$ cat src/rtl/bc_frame_timer.sv
module bc_frame_timer #(
  parameter int TICK_DIV = 100,
  parameter int GAP_W    = 16,
  parameter int FRAME_W  = 16,
  parameter int DATA_W   = 16
) (
  input  logic              clk,
  input  logic              rst_n,
  input  logic              tick_us,
  input  logic              host_wr_en,
  input  logic [1:0]        host_addr,
  input  logic [DATA_W-1:0] host_wdata,
  input  logic              host_rd_en,
  output logic [DATA_W-1:0] host_rdata,
  input  logic              frame_start,
  input  logic              auto_repeat,
  input  logic              dly_load,
  input  logic [GAP_W-1:0]  dly_value,
  output logic              msg_start,
  output logic              frame_expired,
  output logic              busy
);
  localparam int PRE_W = (TICK_DIV > 1) ? $clog2(TICK_DIV) : 1;
  localparam logic [PRE_W-1:0] PRE_LAST = PRE_W'(TICK_DIV - 1);
  localparam logic [1:0] A_PERIOD = 2'd0;
  localparam logic [1:0] A_GAP    = 2'd1;
  localparam logic [1:0] A_FRAME  = 2'd2;

  logic [FRAME_W-1:0] period_q;
  logic [FRAME_W-1:0] frm_cnt;
  logic [PRE_W-1:0]   pre_cnt;
  logic               frm_run;
  logic [GAP_W-1:0]   gap_cnt;
  logic               gap_act;

  assign busy = gap_act | frm_run;

  always_comb begin
    host_rdata = '0;
    if (host_rd_en) begin
      case (host_addr)
        A_PERIOD: host_rdata = DATA_W'(period_q);
        A_GAP:    host_rdata = DATA_W'(gap_cnt);
        A_FRAME:  host_rdata = DATA_W'(frm_cnt);
        default:  host_rdata = '0;
      endcase
    end
  end

  always_ff @(posedge clk) begin
    if (!rst_n)
      period_q <= '0;
    else if (host_wr_en && host_addr == A_PERIOD)
      period_q <= host_wdata[FRAME_W-1:0];
  end

  always_ff @(posedge clk) begin
    if (!rst_n) begin
      gap_cnt   <= '0;
      gap_act   <= 1'b0;
      msg_start <= 1'b0;
    end else begin
      msg_start <= 1'b0;
      if (dly_load) begin
        gap_cnt <= dly_value;
        gap_act <= 1'b1;
      end else if (gap_act) begin
        if (gap_cnt == '0) begin
          msg_start <= 1'b1;
          gap_act   <= 1'b0;
        end else if (tick_us) begin
          gap_cnt <= gap_cnt - 1'b1;
        end
      end
    end
  end

  always_ff @(posedge clk) begin
    if (!rst_n) begin
      frm_cnt       <= '0;
      pre_cnt       <= '0;
      frm_run       <= 1'b0;
      frame_expired <= 1'b0;
    end else begin
      frame_expired <= 1'b0;
      if (frame_start) begin
        if (period_q != '0) begin
          frm_cnt <= period_q;
          pre_cnt <= '0;
          frm_run <= 1'b1;
        end
      end else if (frm_run) begin
        if (frm_cnt == '0) begin
          frame_expired <= 1'b1;
          pre_cnt       <= '0;
          if (auto_repeat && period_q != '0)
            frm_cnt <= period_q;
          else
            frm_run <= 1'b0;
        end else if (tick_us) begin
          if (pre_cnt == PRE_LAST) begin
            pre_cnt <= '0;
            frm_cnt <= frm_cnt - 1'b1;
          end else begin
            pre_cnt <= pre_cnt + 1'b1;
          end
        end
      end
    end
  end

  AST_MSG_ONE_CYCLE: assert property (@(posedge clk) disable iff (!rst_n)
    msg_start |=> !msg_start);
  AST_GAP_READ_ONLY: assert property (@(posedge clk) disable iff (!rst_n)
    (host_wr_en && host_addr == A_GAP && !dly_load && !(gap_act && (tick_us || gap_cnt == '0)))
    |=> $stable(gap_cnt));
  AST_GAP_HOLDS_ZERO: assert property (@(posedge clk) disable iff (!rst_n)
    (!gap_act && !dly_load) |=> (gap_cnt == '0 && !msg_start && !gap_act));
  AST_FRAME_HOLD: assert property (@(posedge clk) disable iff (!rst_n)
    (frm_run && frm_cnt != '0 && !frame_start && !tick_us) |=> $stable(frm_cnt));
  AST_FRAME_RELOAD: assert property (@(posedge clk) disable iff (!rst_n)
    (frm_run && frm_cnt == '0 && !frame_start && auto_repeat && period_q != '0)
    |=> (frame_expired && frm_run && frm_cnt == $past(period_q)));
  AST_ZERO_PERIOD_BLOCKS: assert property (@(posedge clk) disable iff (!rst_n)
    (frame_start && period_q == '0 && !frm_run) |=> !frm_run);
  AST_DELAY_REPLACES: assert property (@(posedge clk) disable iff (!rst_n)
    dly_load |=> (gap_act && gap_cnt == $past(dly_value)));
  AST_IDLE_NOT_BUSY: assert property (@(posedge clk) disable iff (!rst_n)
    (!busy && !dly_load && !frame_start) |=> !frame_expired);
endmodule

$ cat config.mk
export PLATFORM = sky130hd
export DESIGN_NAME = bc_frame_timer
export DESIGN_NICKNAME = d
export VERILOG_FILES = /design/src/rtl/bc_frame_timer.sv
export SDC_FILE = /design/constraint.sdc
export NUM_CORES = 1
export LEC_CHECK = 0
export CORE_MARGIN = 5
export CORE_UTILIZATION = 35
export CTS_BUF_LIST = sky130_fd_sc_hd__clkbuf_4
export CTS_CLUSTER_SIZE = 25
export DETAILED_ROUTE_END_ITERATION = 12
export GPL_ROUTABILITY_DRIVEN = 1
export GPL_TIMING_DRIVEN = 0
export PLACE_DENSITY_LB_ADDON = 0.15
export SLEW_MARGIN = 20
export SYNTH_ARGS = -nofsm -noshare
export SYNTH_HDL_FRONTEND = slang
export SYNTH_SLANG_ARGS = --single-unit
export TNS_END_PERCENT = 5
$ cat constraint.sdc
create_clock -name clk -period 7.66 [get_ports clk]
set_input_delay 1.532 -clock clk [delete_from_list [all_inputs] [get_ports clk]]
set_output_delay 1.532 -clock clk [all_outputs]
set_load 0.02 [all_outputs]
==> results of run 1 <==
power by group through the flow:
stage	Combinational (mW)	Clock, mW	Sequential [mW]
floorplan	0.850	0	0.411
global placement	1.10	0	0.429
detailed placement	1.11	0	0.429
CTS	1.12	0.272	0.423
global route	1.23	0.285	0.435
finish	1.13	0.265	0.425
worst min-delay path, stage by stage, from the launching register on:
cell	delay (ns)
dfxtp_1	0.34
nand2_1	0.06
a21oi_1	0.05
metal layers:
metal	vias to the layer above	global-route usage [%]	wire, um
li1	1907	-	-
met1	1773	24.67	5387
met2	130	29.32	5291
met3	15	4.582	729
met4	0	6.410	178
met5	-	0	0
flip-flops by register name (all words and copies together) (netlist names):
register / cells
pre_cnt: 7
gap_act: 1
period_q: 16
frame_expired: 1
frm_cnt: 16
gap_cnt: 16
msg_start: 1
frm_run: 1
cells in the mapped netlist (7+ instances only):
cell	count	share of area [%]
a21oi_1	42	5.7
a22oi_1	8	1.6
a31oi_1	7	1.2
and2_1	17	2.9
clkbuf_1	28	2.9
dfxtp_1	59	32
inv_1	8	0.82
mux2i_1	23	6.3
nand2_1	74	7.6
nor2_1	17	1.7
nor3_1	11	1.5
nor4_1	18	3.1
o21ai_0	43	5.9
o32ai_1	15	3.6
or3_1	13	2.2
or4_1	12	2.5
xor2_1	7	1.7
area by class of cell:
class	instances	area, sq um
fill	1077	5688
multi-input combinational	372	2297
sequential	59	1181
timing repair buffer	58	580.6
tap	136	170.2
buffer	35	161.4
clock inverter	6	90.09
clock buffer	10	75.07
inverter	9	33.78
worst max path at each step:
stage | start | end | slack [ns] | cells past startpoint
finish | host_addr[0] | host_rdata[9] | 2.27 | 8
CTS | host_addr[0] | host_rdata[6] | 2.23 | 8
floorplan | host_addr[1] | host_rdata[10] | 3.25 | 5
detailed placement | host_addr[0] | host_rdata[9] | 2.24 | 8
global route | host_addr[0] | host_rdata[9] | 1.99 | 8
global placement | host_addr[0] | host_rdata[6] | 2.26 | 8
metrics by stage:
stage          instance area [sq um]  instances  hold slack (ns)  util (%)
5_1_grt                         4589        685           0.5024     44.66
3_3_place_gp                    4424        669           0.4657     43.05
6_report                        4589        685           0.4872     44.66
2_1_floorplan                   3674        475           0.4462         -
4_1_cts                         4589        685           0.4847     44.66
3_5_place_dp                    4424        669           0.4700     43.05
kinds of logic (layout without fill, tap and decap cells):
logic type	count (synthesis)	count (layout)	share of synthesized area, %
xor+xnor	9	9	2.146
mux	23	23	6.267
simple gates	194	194	28.07
compound gates	141	141	24.35
flops	59	59	32.15
fa+ha+maj	5	5	1.703
buf+inv	44	118	5.313
==> run metrics, run 1 <==
horizontal die dimension=112.5 um; peak supply drop=between 0.0002 and 0.00025 V; unrepaired setup endpoints after global routing=no; slack of the critical path=approximately 2.3 ns; run status=finished clean; highest clock rate=approximately 190 MHz; Min-Delay Startpoint=pre_cnt[1]; count of max-cap constraint violations=0; via density per instance=5.584; clock buffer count from CTS=9; post-CTS clock slew at the launch and capture registers of the worst setup and hold paths=between 0.1 and 0.15 ns; router iterations before antenna repair=5; die height=112.5 um; antenna diode count=0; total number of nets in the final design=591; CTS Root Cell=clkbuf_4; Syn Nets=522; # resized after CTS=0; TritonCTS sink count=slightly below 60; clock period minus worst slack=5.388 ns; hold violation count in the final report=0; pins over their slew limit=0; CP cell instances=clkdlybuf4s50_1, nor2b_1, clkbuf_1, clkbuf_1, nand2_1, o21ai_0, and2_1, clkdlybuf4s50_1; Worst Reg2Reg Path Length in Cells=8; fraction of power consumed by combinational cells=62.1%; CTS tree=built; Pwr Total=about 1.8 mW; Port Buffers=58; Buf/Inv on CP=4; setup slack on the worst flop-to-flop path=4.64 ns; most common cell after layout, fill and taps aside=nand2_1; level count of the clock H-tree=3; starting utilization of the core area=35.74%; measured slew at the worst slew-check pin=0.8422 ns; post-CTS setup-driven buffer insertion count=0; number of enable flip-flop cells after synthesis=0; Setup-failing EPs final=0; worst reg2reg endpoint=frm_cnt[14]; number of antenna violations at the first check in global routing=0; number of top-level pins=61; skew final=between 0.02 and 0.03 ns; commonest cells after routing, fill and taps aside=nand2_1 (74), dfxtp_1 (59), clkdlybuf4s50_1 (58); async set-reset flop share out of synthesis=0%; crit path max fanout=10; CP delay by family, top=buffers and inverters; syn_area_per_cell=7.734 sq um; Remaining Overflow, GRT=0; via count=approximately 3.8k; Area Growth Syn to Fin=24.93%; Synth Register Bits=between 50 and 60; sequential share of the synthesized area=32.15%; post-detailed-placement half-perimeter wirelength=8.732 mm; areal power density over the cells=397.2 nW/um^2; worst stage delay on the critical path=~0.61 ns; relative contribution of the clock network to total power=14.6%; number of library cell types mapped by synthesis=52; number of standard cells after synthesis=475; Synth Cell Area=approximately 3700 sq um; net switching power of the design=854.7 uW; Crit. End Element=primary output; kind of start point of the critical path=input port; fraction of power consumed by sequential logic=between 20% and 30%; number of synthesis warnings=0; standard-cell rows=37; pin count of the biggest net entering global routing=12; via count of the first global-routing pass=3717; clock latency of the later-clocked register in the worst-skew pair=~0.43 ns; worst hold path stage count=2; required time worst endpoint=6.13 ns; Setup Total Neg Slack=0 ns; destination of the worst hold path=pre_cnt[1]; fraction of power spent switching nets=46.88%; static power due to leakage=1.584 nW; remaining max-slew budget at the tightest pin=43.68%; worst slack after detailed placement=2.238 ns; commonest register cell after synthesis=dfxtp_1; routed wire length per instance=16.92 um; GRT Overall Usage=18.55%; wire length of the first global-routing pass=19.11 mm; Core Region=between 10000 and 15000 sq um; hold-fix buffer count after cts=0; Routed Antenna Nets=0; post-route DRC violation count=0; HP Class=register to register; Data arrival, critical path=3.86 ns; area of the die=between 10000 and 15000 sq um; share of post-route cells with drive strength above 1=6.557%; number of design-rule violations left by the first detailed-router iteration=240; routability-driven placement congestion ratio=0.9338; slowest cell on the critical path=clkdlybuf4s50_1; Int Power=968.4 uW; Critical R2R Launch=frm_cnt[0]; Max Root-Sink Buffers=2; final wirelength=11.59 mm; critical path class=input port to primary output; period utilisation layout=70.33%
No activity file was read; power rests on OpenSTA's default activity.
==> run 2: changes to the inputs <==
==> constraint.sdc (replaced) <==
create_clock -name clk -period 5.3 [get_ports clk]
set_input_delay 1.06 -clock clk [delete_from_list [all_inputs] [get_ports clk]]
set_output_delay 1.06 -clock clk [all_outputs]
set_load 0.02 [all_outputs]
==> results of run 2 <==
The final DEF is identical to that of run 1. Status: finished clean.
Among the figures that moved: setup slack after placement 2.238 ns -> 0.8217 ns; setup slack after layout 2.273 ns -> 0.8565 ns; register-to-register setup slack 4.64 ns -> 2.28 ns; total power 1.823 mW -> 2.635 mW; worst IR drop on VDD 0.0002494 V -> 0.0003605 V
